### src/rtl/i2c_target_engine.sv
module i2c_target_engine #(
  parameter int SYNC_LEN = 2
) (
  input  logic       clk,
  input  logic       rst_n,
  input  logic       scl_i,
  input  logic       sda_i,
  output logic       scl_oe,
  output logic       sda_oe,
  input  logic [6:0] own_addr,
  input  logic       stretch_en,
  input  logic       wr_en,
  input  logic [7:0] wr_data,
  input  logic       rd_en,
  output logic [7:0] rd_data,
  input  logic       release_clk,
  input  logic [3:0] clr_flags,
  output logic       buf_full,
  output logic       ovf,
  output logic       wcol,
  output logic       bcol,
  output logic       start_seen,
  output logic       stop_seen,
  output logic       data_flag,
  output logic       rw_flag,
  output logic       ack_stat,
  output logic       irq
);

  typedef enum logic [1:0] {ST_IDLE, ST_ADDR, ST_RX, ST_TX} st_t;

  logic [SYNC_LEN-1:0] scl_sync, sda_sync;
  logic scl_d, sda_d, scl_s, sda_s;
  logic scl_rise, scl_fall, start_det, stop_det;
  logic low_seen, ackph, ack_out, hold;
  logic [3:0] cnt;
  logic [7:0] sr, buf_q;
  st_t state;

  assign scl_s     = scl_sync[SYNC_LEN-1];
  assign sda_s     = sda_sync[SYNC_LEN-1];
  assign scl_rise  = scl_s & ~scl_d;
  assign scl_fall  = ~scl_s & scl_d;
  assign start_det = scl_s & scl_d & sda_d & ~sda_s;
  assign stop_det  = scl_s & scl_d & ~sda_d & sda_s & low_seen;

  assign scl_oe  = hold;
  assign sda_oe  = ackph ? ack_out : (state == ST_TX && buf_full && !sr[7]);
  assign rd_data = buf_q;

  always_ff @(posedge clk or negedge rst_n) begin
    if (!rst_n) begin
      scl_sync <= '1;
      sda_sync <= '1;
      scl_d    <= 1'b1;
      sda_d    <= 1'b1;
    end else begin
      scl_sync <= {scl_sync[SYNC_LEN-2:0], scl_i};
      sda_sync <= {sda_sync[SYNC_LEN-2:0], sda_i};
      scl_d    <= scl_s;
      sda_d    <= sda_s;
    end
  end

  always_ff @(posedge clk or negedge rst_n) begin
    if (!rst_n) begin
      state      <= ST_IDLE;
      cnt        <= '0;
      sr         <= '0;
      buf_q      <= '0;
      low_seen   <= 1'b0;
      ackph      <= 1'b0;
      ack_out    <= 1'b0;
      hold       <= 1'b0;
      buf_full   <= 1'b0;
      ovf        <= 1'b0;
      wcol       <= 1'b0;
      bcol       <= 1'b0;
      start_seen <= 1'b0;
      stop_seen  <= 1'b0;
      data_flag  <= 1'b0;
      rw_flag    <= 1'b0;
      ack_stat   <= 1'b0;
      irq        <= 1'b0;
    end else begin
      if (clr_flags[0]) irq  <= 1'b0;
      if (clr_flags[1]) ovf  <= 1'b0;
      if (clr_flags[2]) wcol <= 1'b0;
      if (clr_flags[3]) bcol <= 1'b0;
      if (release_clk) hold <= 1'b0;
      if (rd_en && state != ST_TX) buf_full <= 1'b0;
      if (wr_en && state == ST_TX) begin
        if (buf_full) wcol <= 1'b1;
        else begin
          buf_q    <= wr_data;
          sr       <= wr_data;
          buf_full <= 1'b1;
        end
      end
      if (!scl_s) low_seen <= 1'b1;

      if (start_det) begin
        state      <= ST_ADDR;
        cnt        <= '0;
        ackph      <= 1'b0;
        ack_out    <= 1'b0;
        hold       <= 1'b0;
        low_seen   <= 1'b0;
        start_seen <= 1'b1;
        stop_seen  <= 1'b0;
        rw_flag    <= 1'b0;
      end else if (stop_det) begin
        state      <= ST_IDLE;
        cnt        <= '0;
        ackph      <= 1'b0;
        ack_out    <= 1'b0;
        hold       <= 1'b0;
        start_seen <= 1'b0;
        stop_seen  <= 1'b1;
        rw_flag    <= 1'b0;
      end else if (state != ST_IDLE) begin
        if (scl_rise) begin
          if (ackph) begin
            if (state == ST_TX && data_flag) ack_stat <= sda_s;
          end else begin
            cnt <= cnt + 4'd1;
            if (state == ST_TX) begin
              if (buf_full && sr[7] && !sda_s) begin
                bcol  <= 1'b1;
                state <= ST_IDLE;
                cnt   <= '0;
              end
            end else begin
              sr <= {sr[6:0], sda_s};
            end
          end
        end else if (scl_fall) begin
          if (ackph) begin
            ackph   <= 1'b0;
            ack_out <= 1'b0;
            cnt     <= '0;
            irq     <= 1'b1;
            if (state == ST_TX) begin
              if (!data_flag || !ack_stat) hold <= 1'b1;
              else begin
                state   <= ST_IDLE;
                rw_flag <= 1'b0;
              end
            end else begin
              hold <= stretch_en;
            end
          end else if (cnt == 4'd8) begin
            ackph <= 1'b1;
            case (state)
              ST_ADDR: begin
                if (sr[7:1] == own_addr) begin
                  rw_flag   <= sr[0];
                  data_flag <= 1'b0;
                  if (sr[0]) begin
                    state   <= ST_TX;
                    buf_q   <= sr;
                    ack_out <= 1'b1;
                  end else begin
                    state <= ST_RX;
                    if (buf_full) begin
                      ovf     <= 1'b1;
                      ack_out <= 1'b0;
                    end else begin
                      buf_q    <= sr;
                      buf_full <= 1'b1;
                      ack_out  <= !ovf;
                    end
                  end
                end else begin
                  state <= ST_IDLE;
                  ackph <= 1'b0;
                  cnt   <= '0;
                end
              end
              ST_RX: begin
                data_flag <= 1'b1;
                if (buf_full) begin
                  ovf     <= 1'b1;
                  ack_out <= 1'b0;
                end else begin
                  buf_q    <= sr;
                  buf_full <= 1'b1;
                  ack_out  <= !ovf;
                end
              end
              default: begin
                data_flag <= 1'b1;
                buf_full  <= 1'b0;
                ack_out   <= 1'b0;
              end
            endcase
          end else if (state == ST_TX && cnt != 4'd0) begin
            sr <= {sr[6:0], 1'b0};
          end
        end
      end
    end
  end

  AST_START_STOP_EXCL: assert property (@(posedge clk) disable iff (!rst_n) !(start_seen && stop_seen));
  AST_IDLE_QUIET: assert property (@(posedge clk) disable iff (!rst_n) state == ST_IDLE |-> !sda_oe && !scl_oe);
  AST_OVF_KEEPS_BUF: assert property (@(posedge clk) disable iff (!rst_n) $rose(ovf) |-> $stable(buf_q));
  AST_HOLD_ON_LOW: assert property (@(posedge clk) disable iff (!rst_n) $rose(scl_oe) |-> !scl_s);
  AST_SDA_MOVES_LOW: assert property (@(posedge clk) disable iff (!rst_n) !$stable(sda_oe) |-> !scl_s);
  AST_WCOL_KEEPS_BUF: assert property (@(posedge clk) disable iff (!rst_n) $rose(wcol) |-> $stable(buf_q));
  AST_BCOL_IDLE: assert property (@(posedge clk) disable iff (!rst_n) $rose(bcol) |-> state == ST_IDLE);

endmodule

### config.mk
export PLATFORM = sky130hd
export DESIGN_NAME = i2c_target_engine
export DESIGN_NICKNAME = d
export VERILOG_FILES = /design/src/rtl/i2c_target_engine.sv
export SDC_FILE = /design/constraint.sdc
export NUM_CORES = 1
export LEC_CHECK = 0
export ABC_AREA = 1
export BUFFER_PORTS_ARGS = -buffer_cell sky130_fd_sc_hd__buf_2
export CAP_MARGIN = 20
export CORE_AREA = 2 2 76 78
export DETAILED_ROUTE_END_ITERATION = 10
export DIE_AREA = 0 0 78 80
export GPL_ROUTABILITY_DRIVEN = 1
export GPL_TIMING_DRIVEN = 0
export PLACE_DENSITY = 0.8
export SYNTH_ARGS = -nofsm -noshare
export SYNTH_HDL_FRONTEND = slang
export SYNTH_SLANG_ARGS = --single-unit
### constraint.sdc
create_clock -name clk -period 4.1 [get_ports clk]
set_input_delay 0.82 -clock clk [delete_from_list [all_inputs] [get_ports clk]]
set_output_delay 0.82 -clock clk [all_outputs]
set_load 0.02 [all_outputs]
==> flow_summary.toml <==
[grt]
antenna_found_initial = 0
grt_pass1_wl_um = 12200
grt_start_max_net_pins = 43
grt_use_total_pct = 24.8
grt_pass1_vias = 2722
gr-total-overflow = 0

[finish]
multiInputGateArea_um2 = 1550
fill_cells = 508
regArea_um2 = 1060
drive_gt1_share_pct = 20.7
final_common_cell = "nand2_1"
layout_common_cells = "114 x nand2_1, 68 x inv_1, 51 x buf_2, 39 x nor2_1"
n_antenna_cell = 0
final_nets = 514
area_delta_synth_final_pct = 14.9

[critical_path]
worst-path-buf-inv = 3
cp_top_family = "buffers and inverters"
cp.arrival_ps = 1590
worstSetupPathType = "reg2out"
crit_required_ps = 3280
cp-end-kind = "output port"
cp-start-kind = "register"
path_cells = "buf_2, inv_1, o31ai_1, buf_2"
cp_max_fo = 10
crit_top_cell = "buf_2"
crit_path_top_delay_cell = "dfrtp_1"
critPathMaxStageDelay_ps = 390

[timing]
fin_crit_sh_pct = 58.7
fin_hold_ws_ps = 291
skew_ps = 11.2
layout_min_cycle_time_ps = 2410
relSlewSlack_pct = 67.8
fmax_mhz = 415
worstMarginPinSlew_ps = 483
finalHoldViolCount = 0
rsz0062_at_grt = "no"
finalSetupViolCount = 0
tns_ps = 0
slew_viol_final = 0

[die]
die_height_um = 80
coreArea_um2 = 5410
start_util_pct = 54.2
fp.dieArea_um2 = 6240
io_pins = 47
placementRows = 27
die_x_um = 78

[cts]
cts_hold_buffers = 0
clk_latency_ps = 310
cts_resized = 0
cts_buffer_depth = 2
post_cts_buffers = 0
cts-root-buf = "clkbuf_8"
clkSinkCount = 42
cts_buffers = 5
cts_tree = "done"
cts.reportedPaths.clkPinSlew_ps = 100
htree_levels = 2

[detailed_routing]
ant_nets = 0
via_per_inst = 5.22
vias = 2869
drc = 0
wirelength_um = 7180
first_pass_iters = 7
wire_per_inst_um = 13.1
drt_iter0_markers = 182

[logic_synthesis]
syn-num-nets = 460
yosysTopAreaCellShare_pct = 30.7
seq_area_frac_synth_pct = 36.1
synth_top_area_cell = "dfrtp_1"
synth_area_um2 = 2930
yosys-top-cells-area = "dfrtp_1 31%, nand2_1 15%, inv_1 8.7%"
synth.distinct_cells = 33
syn_area_per_cell_um2 = 6.93
synth.ff_latch_count = 42
netlist_instances = 423
ys_warn_count = 0

[placed_design]
io_buffers = 46
gp_congestion = 0.906
dp_hpwl_um = 5490

[run_status]
status = "finished clean"

[hold_path]
hold_class = "in2async"

[job]
maxCapViolCount = 0

[pwr]
p_leak_nw = 1.81
ir_drop_mv = 0.280
power_density_nw_per_um2 = 549
cell usage after synthesis:
cell and count:
nand2_4 4, o21ai_1 5, nand2_2 6, nor4_1 1, or2_2 5, xor2_1 2, buf_4 1, inv_1 68
nor2_2 3, nor2_4 6, nand4_1 5, xnor2_1 2, and2_1 1, inv_2 3, o21ai_2 3, ha_1 10
o21bai_1 5, o31ai_1 3, nand4_4 1, dfrtp_1 36, buf_2 5, o22ai_1 3, o21a_1 1, nor2_1 39
nand3_1 29, nand3b_1 3, a21oi_1 10, o21ai_0 36, clkbuf_1 3, nand2_1 114, nor3_1 3, dfstp_2 6
buf_6 1
final timing paths:
check / from / endpoint / slack, ps / cells after the start
max in group asynchronous: rst_n / scl_d / 3330 / 2
hold / removal: rst_n / sr[5] / 290 / 1
hold reg to reg: sda_sync[0] / sda_sync[1] / 360 / 0
min in group clk: sda_sync[0] / sda_sync[1] / 360 / 0
setup / recovery: buf_full / sda_oe / 1690 / 4
setup reg to reg: scl_d / sr[0] / 2050 / 9
routing by layer:
metal	GRT usage, %	vias up	wire length (um)
met3	5.09	13	436
met2	43.2	85	3530
met5	0	-	0
met4	7.89	0	119
li1	-	1436	-
met1	30.8	1335	3100
final cells by class:
type / instances / share of cell area, %
timing repair buffer: 47 / 7.43
buffer: 10 / 1.63
multi-input combinational: 300 / 46.0
tap: 72 / 2.67
sequential: 42 / 31.4
inverter: 71 / 7.91
clock inverter: 3 / 0.854
clock buffer: 5 / 2.04
cell families (layout without fill, tap and decap cells):
logic type,after synthesis,in the layout,share of synthesized area [%]
AO/OA/AOI/OAI,66,66,12.6
XOR/XNOR,4,4,1.20
adder cells (fa/ha/maj),10,10,4.27
buffers and inverters,81,136,11.0
flip-flops,42,42,36.1
AND/OR/NAND/NOR,220,220,34.9
stage by stage:
| stage | instances | worst slack (ps) | utilization, % | total power [mW] | cell area, um^2 |
|---|---|---|---|---|---|
| detailed placement | 541 | 2040 | 60.1 | 1.54 | 3250 |
| global route | 550 | 1630 | 62.3 | 2.00 | 3370 |
| global placement | 541 | 2020 | 60.1 | 1.50 | 3250 |
| floorplan | 423 | 1920 | - | 1.29 | 2930 |
| finish | 550 | 1690 | 62.3 | 1.85 | 3370 |
| CTS | 549 | 1750 | 61.9 | 1.84 | 3350 |
flip-flops by register name (all words and copies together) (netlist names), 2 cells and up:
register and flops:
cnt 4, rd_data 8, scl_sync 2, sda_sync 2, sr 8, state 2
where the power goes:
part | switching, mW | total (mW) | internal (mW)
clock network | 0.174 | 0.302 | 0.128
logic | 0.584 | 0.901 | 0.317
registers | 0.118 | 0.645 | 0.528
Note: power is estimated with default switching activity, not from simulation.
